## src/rtl/irqc_pkg.sv

```systemverilog
package irqc_pkg;
  localparam int WIN_W     = 5;        // 32-byte window per block
  localparam int STAT_OFF  = 5'h0B;    // status read / mask write offset
  localparam int LANE_W    = 4;        // status bits per channel lane
  localparam int TX_BIT    = 0;
  localparam int RX_BIT    = 1;
  localparam int BRK_BIT   = 2;
  localparam int ACK_ADDR0 = 0;
  localparam int ACK_ADDR1 = 2;
  localparam int VEC_ADDR  = 1;
endpackage

```

## src/rtl/irqc_addr_dec.sv

```systemverilog
module irqc_addr_dec
  import irqc_pkg::*;
#(
  parameter int ADDR_W = 8,
  parameter int NBLK   = 4,
  localparam int BLK_W = $clog2(NBLK)
) (
  input  logic              rd_i,
  input  logic              wr_i,
  input  logic [ADDR_W-1:0] addr_i,
  output logic [BLK_W-1:0]  blk_o,
  output logic              stat_rd_o,
  output logic              mask_we_o
);
  logic [WIN_W-1:0] off;
  logic             in_range;
  logic             hit;

  assign off      = addr_i[WIN_W-1:0] ^ WIN_W'(1);   // byte regs live at odd offsets
  assign in_range = (addr_i[ADDR_W-1:WIN_W+BLK_W] == '0);
  assign hit      = in_range && (off == WIN_W'(STAT_OFF));
  assign blk_o    = addr_i[WIN_W+BLK_W-1:WIN_W];
  assign stat_rd_o = rd_i && hit;
  assign mask_we_o = wr_i && hit;
endmodule

```

## src/rtl/irqc_blk.sv

```systemverilog
module irqc_blk
  import irqc_pkg::*;
#(
  parameter int DW = 8
) (
  input  logic          clk_i,
  input  logic          rst_ni,
  input  logic [1:0]    tx_set_i,
  input  logic [1:0]    tx_clr_i,
  input  logic [1:0]    rx_set_i,
  input  logic [1:0]    rx_clr_i,
  input  logic [1:0]    brk_set_i,
  input  logic [1:0]    brk_clr_i,
  input  logic          mask_we_i,
  input  logic [DW-1:0] mask_d_i,
  output logic [DW-1:0] stat_o,
  output logic [DW-1:0] mask_o,
  output logic          pend_o
);
  logic [DW-1:0] stat_q, mask_q, set_v, clr_v;

  always_comb begin
    set_v = '0;
    clr_v = '0;
    for (int c = 0; c < 2; c++) begin
      set_v[c*LANE_W+TX_BIT]  = tx_set_i[c];
      set_v[c*LANE_W+RX_BIT]  = rx_set_i[c];
      set_v[c*LANE_W+BRK_BIT] = brk_set_i[c];
      clr_v[c*LANE_W+TX_BIT]  = tx_clr_i[c];
      clr_v[c*LANE_W+RX_BIT]  = rx_clr_i[c];
      clr_v[c*LANE_W+BRK_BIT] = brk_clr_i[c];
    end
  end

  always_ff @(posedge clk_i or negedge rst_ni) begin
    if (!rst_ni) begin
      stat_q <= '0;
      mask_q <= '0;
    end else begin
      stat_q <= (stat_q & ~clr_v) | set_v;   // set wins
      if (mask_we_i) mask_q <= mask_d_i;
    end
  end

  assign stat_o = stat_q;
  assign mask_o = mask_q;
  assign pend_o = |(stat_q & mask_q);

  a_r4_set_wins: assert property (@(posedge clk_i) disable iff (!rst_ni)
    (set_v != '0) |=> ((stat_q & $past(set_v)) == $past(set_v)));
  a_r4_clear_alone: assert property (@(posedge clk_i) disable iff (!rst_ni)
    ((clr_v & ~set_v) != '0) |=> ((stat_q & $past(clr_v & ~set_v)) == '0));
  a_r4_hold: assert property (@(posedge clk_i) disable iff (!rst_ni)
    ((set_v | clr_v) == '0) |=> $stable(stat_q));
  a_r6_mask_load: assert property (@(posedge clk_i) disable iff (!rst_ni)
    mask_we_i |=> (mask_q == $past(mask_d_i)));
  a_r6_mask_keep: assert property (@(posedge clk_i) disable iff (!rst_ni)
    !mask_we_i |=> $stable(mask_q));
endmodule

```

## src/rtl/irqc_vec.sv

```systemverilog
module irqc_vec
  import irqc_pkg::*;
#(
  parameter int ADDR_W = 8,
  parameter int DW     = 8
) (
  input  logic              clk_i,
  input  logic              rst_ni,
  input  logic              id_wr_i,
  input  logic [ADDR_W-1:0] id_addr_i,
  input  logic [DW-1:0]     id_wdata_i,
  input  logic              ack_rd_i,
  input  logic [ADDR_W-1:0] ack_addr_i,
  output logic [DW-1:0]     ack_data_o
);
  logic [DW-1:0] vec_q;
  logic          vec_we, ack_hit;

  assign vec_we  = id_wr_i && (id_addr_i == ADDR_W'(VEC_ADDR));
  assign ack_hit = ack_rd_i && ((ack_addr_i == ADDR_W'(ACK_ADDR0)) ||
                                (ack_addr_i == ADDR_W'(ACK_ADDR1)));

  always_ff @(posedge clk_i or negedge rst_ni) begin
    if (!rst_ni)     vec_q <= '0;
    else if (vec_we) vec_q <= id_wdata_i;
  end

  assign ack_data_o = ack_hit ? vec_q : '0;

  a_r10_vec_load: assert property (@(posedge clk_i) disable iff (!rst_ni)
    (id_wr_i && id_addr_i == ADDR_W'(VEC_ADDR)) |=> (vec_q == $past(id_wdata_i)));
  a_r10_vec_keep: assert property (@(posedge clk_i) disable iff (!rst_ni)
    !(id_wr_i && id_addr_i == ADDR_W'(VEC_ADDR)) |=> $stable(vec_q));
  a_r9_bad_ack_zero: assert property (@(posedge clk_i) disable iff (!rst_ni)
    (ack_rd_i && ack_addr_i != ADDR_W'(ACK_ADDR0) && ack_addr_i != ADDR_W'(ACK_ADDR1))
      |-> (ack_data_o == '0));
endmodule

```

## src/rtl/uart_irq_ctrl.sv

```systemverilog
module uart_irq_ctrl
  import irqc_pkg::*;
#(
  parameter int ADDR_W = 8,
  parameter int DW     = 8,
  parameter int NBLK   = 4,
  localparam int NCH   = 2 * NBLK,
  localparam int NLINE = NBLK / 2,
  localparam int BLK_W = $clog2(NBLK)
) (
  input  logic              clk_i,
  input  logic              rst_ni,
  input  logic              io_rd_i,
  input  logic              io_wr_i,
  input  logic [ADDR_W-1:0] io_addr_i,
  input  logic [DW-1:0]     io_wdata_i,
  output logic [DW-1:0]     io_rdata_o,
  input  logic              id_wr_i,
  input  logic [ADDR_W-1:0] id_addr_i,
  input  logic [DW-1:0]     id_wdata_i,
  input  logic              ack_rd_i,
  input  logic [ADDR_W-1:0] ack_addr_i,
  output logic [DW-1:0]     ack_data_o,
  input  logic [NCH-1:0]    tx_set_i,
  input  logic [NCH-1:0]    tx_clr_i,
  input  logic [NCH-1:0]    rx_set_i,
  input  logic [NCH-1:0]    rx_clr_i,
  input  logic [NCH-1:0]    brk_set_i,
  input  logic [NCH-1:0]    brk_clr_i,
  output logic [NLINE-1:0]  irq_o
);
  logic [BLK_W-1:0] blk_sel;
  logic             stat_rd, mask_we;
  logic [DW-1:0]    stat_w [NBLK];
  logic [DW-1:0]    mask_w [NBLK];
  logic [NBLK-1:0]  pend_w;

  irqc_addr_dec #(.ADDR_W(ADDR_W), .NBLK(NBLK)) u_dec (
    .rd_i      (io_rd_i),
    .wr_i      (io_wr_i),
    .addr_i    (io_addr_i),
    .blk_o     (blk_sel),
    .stat_rd_o (stat_rd),
    .mask_we_o (mask_we)
  );

  for (genvar b = 0; b < NBLK; b++) begin : g_blk
    irqc_blk #(.DW(DW)) u_blk (
      .clk_i     (clk_i),
      .rst_ni    (rst_ni),
      .tx_set_i  (tx_set_i[2*b+1:2*b]),
      .tx_clr_i  (tx_clr_i[2*b+1:2*b]),
      .rx_set_i  (rx_set_i[2*b+1:2*b]),
      .rx_clr_i  (rx_clr_i[2*b+1:2*b]),
      .brk_set_i (brk_set_i[2*b+1:2*b]),
      .brk_clr_i (brk_clr_i[2*b+1:2*b]),
      .mask_we_i (mask_we && (blk_sel == BLK_W'(b))),
      .mask_d_i  (io_wdata_i),
      .stat_o    (stat_w[b]),
      .mask_o    (mask_w[b]),
      .pend_o    (pend_w[b])
    );
  end

  for (genvar k = 0; k < NLINE; k++) begin : g_line
    assign irq_o[k] = pend_w[2*k] | pend_w[2*k+1];

    a_r8_line_needs_mask: assert property (@(posedge clk_i) disable iff (!rst_ni)
      irq_o[k] |-> ((mask_w[2*k] | mask_w[2*k+1]) != '0));
  end

  assign io_rdata_o = stat_rd ? stat_w[blk_sel] : '0;

  irqc_vec #(.ADDR_W(ADDR_W), .DW(DW)) u_vec (
    .clk_i      (clk_i),
    .rst_ni     (rst_ni),
    .id_wr_i    (id_wr_i),
    .id_addr_i  (id_addr_i),
    .id_wdata_i (id_wdata_i),
    .ack_rd_i   (ack_rd_i),
    .ack_addr_i (ack_addr_i),
    .ack_data_o (ack_data_o)
  );

  a_r5_idle_read_zero: assert property (@(posedge clk_i) disable iff (!rst_ni)
    !io_rd_i |-> (io_rdata_o == '0));
endmodule

```

## config.mk

```make
export PLATFORM = sky130hd
export DESIGN_NAME = uart_irq_ctrl
export DESIGN_NICKNAME = d
export VERILOG_FILES = /design/src/rtl/irqc_pkg.sv /design/src/rtl/irqc_addr_dec.sv /design/src/rtl/irqc_blk.sv /design/src/rtl/irqc_vec.sv /design/src/rtl/uart_irq_ctrl.sv
export SDC_FILE = /design/constraint.sdc
export NUM_CORES = 1
export LEC_CHECK = 0
export BUFFER_PORTS_ARGS = -buffer_cell sky130_fd_sc_hd__buf_4
export CAP_MARGIN = 20
export CORE_UTILIZATION = 54
export DETAILED_ROUTE_END_ITERATION = 6
export HOLD_SLACK_MARGIN = 0.03
export PLACE_DENSITY_LB_ADDON = 0.2
export SLEW_MARGIN = 30
export SYNTH_ARGS = -nofsm -noshare
export SYNTH_HDL_FRONTEND = slang
export SYNTH_HIERARCHICAL = 1
export SYNTH_SLANG_ARGS = --single-unit
```

## constraint.sdc

```tcl
create_clock -name clk_i -period 3.7 [get_ports clk_i]
set_input_delay 0.74 -clock clk_i [delete_from_list [all_inputs] [get_ports clk_i]]
set_output_delay 0.74 -clock clk_i [all_outputs]
set_load 0.01 [all_outputs]
```

# Word-level counts from Yosys, hierarchy flattened
# Cells that the tools add are included.
word_totals:
  input_bits: 94
  ff_bits: 72
  word_cells: 58
  output_inout_bits: 18
classes:
  reduce_logical: 16
  eq_ne: 6
  bitwise_logic: 21
  order_cmp: 1
  n_mux: 5
op_table:
  columns: ["cell", "count"]
  rows:
  - ["$and 8x8->8", 8]
  - ["$mux 8", 4]
  - ["$not 7->8", 4]
  - ["$or 8x7->8", 4]
  - ["$reduce_or 8->1", 4]
  - ["$bmux 8 s2", 1]
  - ["$logic_and 1x1->1", 9]
  - ["$eq 8x1->1 const B", 1]
  - ["$eq 8x2->1 const B", 1]
  - ["$logic_not 8->1", 1]
  - ["$eq 5x4->1 const B", 1]
  - ["$eq 2x2->1 const B", 2]
  - ["$ge 3x3->1 const B", 1]
  - ["$not 2->3", 1]
  - ["$eq 2x1->1 const B", 1]
  - ["$logic_not 2->1", 1]
  - ["$not 1->1", 2]
  - ["$or 1x1->1", 2]
  - ["$logic_or 1x1->1", 1]

# Logic depth before layout (Yosys ltp)
logic_depth:
  depth_word: 5
  mapped_depth: 6
  mapped_depth_nobuf: 5

# Hierarchy
# The synthesis kept the hierarchy.
by_module_without_submodules:
  columns: ["module", "cells_each", "seq_area_each_um2", "instances", "area_each_um2"]
  rows:
  - ["irqc_blk", 42, 350.3, 4, 595.6]
  - ["irqc_vec", 30, 200.2, 1, 424.2]
  - ["uart_irq_ctrl", 36, 0.0, 1, 286.5]
  - ["irqc_addr_dec", 6, 0.0, 1, 48.8]

# Worst setup path before layout
# No wires, ideal clock.
synth_path:
  kind: "input -> output"
  start: "input port io_addr_i[0]"
  end: "output port io_rdata_o[1]"
  path_stages: 5
  arrival_time_ps: 1633
  required_ps: 2960
  slack_ps: 1327
  n_path_buf: 1
  cell_sequence: "nor4b_2 > and3_1 > nand2b_1 > buf_2 > o22ai_1"
synth_via:
  elab_chain_cells: 5
synth_rtl:
  columns: ["element", "line_no", "source"]
  rows:
  - ["start, declared", "uart_irq_ctrl.sv:15", "input logic [ADDR_W-1:0] io_addr_i,"]
  - ["$not 1->1 (no source line)", null, null]
  - ["$eq 5x4->1", "irqc_addr_dec.sv:21", "assign hit = in_range && (off == WIN_W'(STAT_OFF));"]
  - ["$logic_and 1x1->1", "irqc_addr_dec.sv:21", null]
  - ["$logic_and 1x1->1", "irqc_addr_dec.sv:23", "assign stat_rd_o = rd_i && hit;"]
  - ["net stat_rd", "uart_irq_ctrl.sv:33", "logic stat_rd, mask_we;"]
  - ["$mux 8", "uart_irq_ctrl.sv:72", "assign io_rdata_o = stat_rd ? stat_w[blk_sel] : '0;"]
  - ["end, declared", "uart_irq_ctrl.sv:17", "output logic [DW-1:0] io_rdata_o,"]
# The timed path passes the listed nets, and every way through them passes these cells.

# Final worst setup path
layout_path:
  start: "input port io_addr_i[0]"
  end: "output port io_rdata_o[6]"
# The elaborated chain is that of the path after synthesis.

==> flow_summary_export.csv <==
group,metric,value,unit
detailed_routing,firstDrtPassIters,4,
setup_path,path_max_fanout,8,
placement,place.detailed.hpwl,4.71,mm
global_route,grt_antenna_before_repair,0,
setup_path,arrival,2.01,ns
clock_tree,tritoncts,"done",
run,drv.max_cap_violation_count,0,
final_layout,design_area,3680,um^2
detailed_routing,detail_route.drc_violations,0,
power,power.total,1.22,mW
global_route,grt_start_max_net_pins,57,
clock_tree,hold_buffers,0,
timing,timing.final.hold_violations,0,
global_route,global_route.overflow_total,0,
floorplan,dieWidth,74.3,um
detailed_routing,route.detailed.vias_per_inst,5.21,
final_layout,layout-area-overhead-vs-synth,30.3,%
placement,finalWeightedCongestion,0.808,
clock_tree,cts_buffers,5,
power,power_density,331,nW/um^2
global_route,grt_usage,23.8,%
timing,rsz0062_at_grt,"false",
yosys,synth-warning-count,6,
clock_tree,clkSinkCount,56,
floorplan,floorplan.initialDensity,57.8,%
timing,layout_worst_path_cycle_share,74.3,%
floorplan,die_area,5520,um^2
timing,final_max_slew_viol_count,0,
final_layout,final_nets,419,
min_path,min-delay-path-class,"in2async",
yosys,synthesis.area,2820,um^2
floorplan,die_height,74.3,um
setup_path,timing.critical_path.to_type,"output pin",
clock_tree,cts_setup_buffers,0,
global_route,met3_usage,4.61,%
setup_path,cp-start-kind,"input port",
timing,clock.fmax,364,MHz
clock_tree,clk_root_buffer_cell,"clkbuf_8",
floorplan,rows,25,
timing,setup_viol,0,
power,max-vdd-ir-drop,250,uV
detailed_routing,drtIter0Drc,122,
detailed_routing,wl_per_cell,15.7,um
clock_tree,clk_pin_slew_worst_paths,0.09,ns
timing,timing_worst_slew_pin_value,0.811,ns
final_layout,drive_above_1_share,46.5,%
yosys,syn_inst,224,
yosys,synth_area_per_cell,12.6,um^2
final_layout,antenna-diode-count,0,
final_layout,mostFrequentLayoutCell,"buf_4",
final_layout,post-route-util,75.3,%
timing,clock_skew,0,ns
setup_path,critPathKind,"in2out",
detailed_routing,postRouteAntennaNets,0,
placement,port_buffers,106,
detailed_routing,wl,6.15,mm
clock_tree,htree_num_levels,2,
setup_path,timing.critical_path.required,2.96,ns
clock_tree,post_cts_gate_resize_count,0,
detailed_routing,route.vias.total,2044,
timing,relative_max_transition_margin,45.8,%
clock_tree,cts_buffer_depth,2,
clock_tree,worstSkewPairLatency,0.30,ns
global_route,vias_in_the_first_global_route,2083,
timing,final.min_clock_period,2.75,ns
timing,post-route-worst-setup-slack,0.950,ns
global_route,grt_most_used_layer,"met2",
floorplan,core_area,4880,um^2
floorplan,io_pins,112,
global_route,globalRouteMet2Util,40.4,%
global_route,grt_pass1_wl,9.67,mm
final_layout,layout.cells.most_common_list,"107 x buf_4, 56 x dfrtp_1, 27 x mux2_4",
status,run_status,"finished, final reports clean",
global_route,global_route.usage.met1,30.3,%
placement,detailedPlace.worstSlack,0.960,ns
timing,fin_setup_tns,0,ns
placement,place_area,3580,um^2
power,static-leakage-power,2.03,nW
-- state kept, by name, indices dropped and copies added, names as in the netlist --
| register | count |
|---|---|
| g_blk.u_blk/mask_o | 24 |
| u_vec/vec_q | 8 |
| g_blk.u_blk/stat_o | 24 |
-- worst max-delay path: stages --
cell,delay [ns]
buf_4,0.11
nor4b_2,0.29
and3_1,0.21
nand2b_1,0.23
o22ai_1,0.26
buf_4,0.16
-- cell type report --
class | count | area, um^2
flip-flops and latches | 56 | 1400
well taps | 67 | 83.8
inverters | 24 | 90.1
clock buffers | 7 | 96.3
multi-input cells | 131 | 1200
repair buffers | 107 | 803
fillers | 343 | 1200
-- per-layer routing --
metal  vias to the layer above  part of all wire [%]
met4                         0                   2.1
met2                        78                    51
met1                       996                    41
met5                         -                     0
li1                        957                     -
met3                        13                   5.7
-- where the power goes --
part	internal, mW	total (mW)	switching [mW]
clock	0.167	0.351	0.184
combinational	0.124	0.193	0.0691
sequential	0.646	0.673	0.0267
-- metrics by stage --
step	cells	hold WS (ns)
CTS	392	0.487
finish	392	0.462
floorplan	228	0.444
global route	392	0.515
global placement	385	0.479
detailed placement	385	0.487
-- final timing paths --
path	to	depth (start not counted)	slack [ns]	start
hold / removal	g_blk[1].u_blk/stat_o[1]	1	0.46	rst_ni
setup reg to reg	g_blk[3].u_blk/mask_o[4]	1	2.92	g_blk[3].u_blk/mask_o[4]
min in group clk_i	u_vec/vec_q[7]	1	0.51	u_vec/vec_q[7]
max in group asynchronous	g_blk[1].u_blk/stat_o[6]	1	2.78	rst_ni
hold reg to reg	u_vec/vec_q[7]	1	0.51	u_vec/vec_q[7]
setup / recovery	io_rdata_o[6]	6	0.95	io_addr_i[0]
No activity file was read; power rests on OpenSTA's default activity.
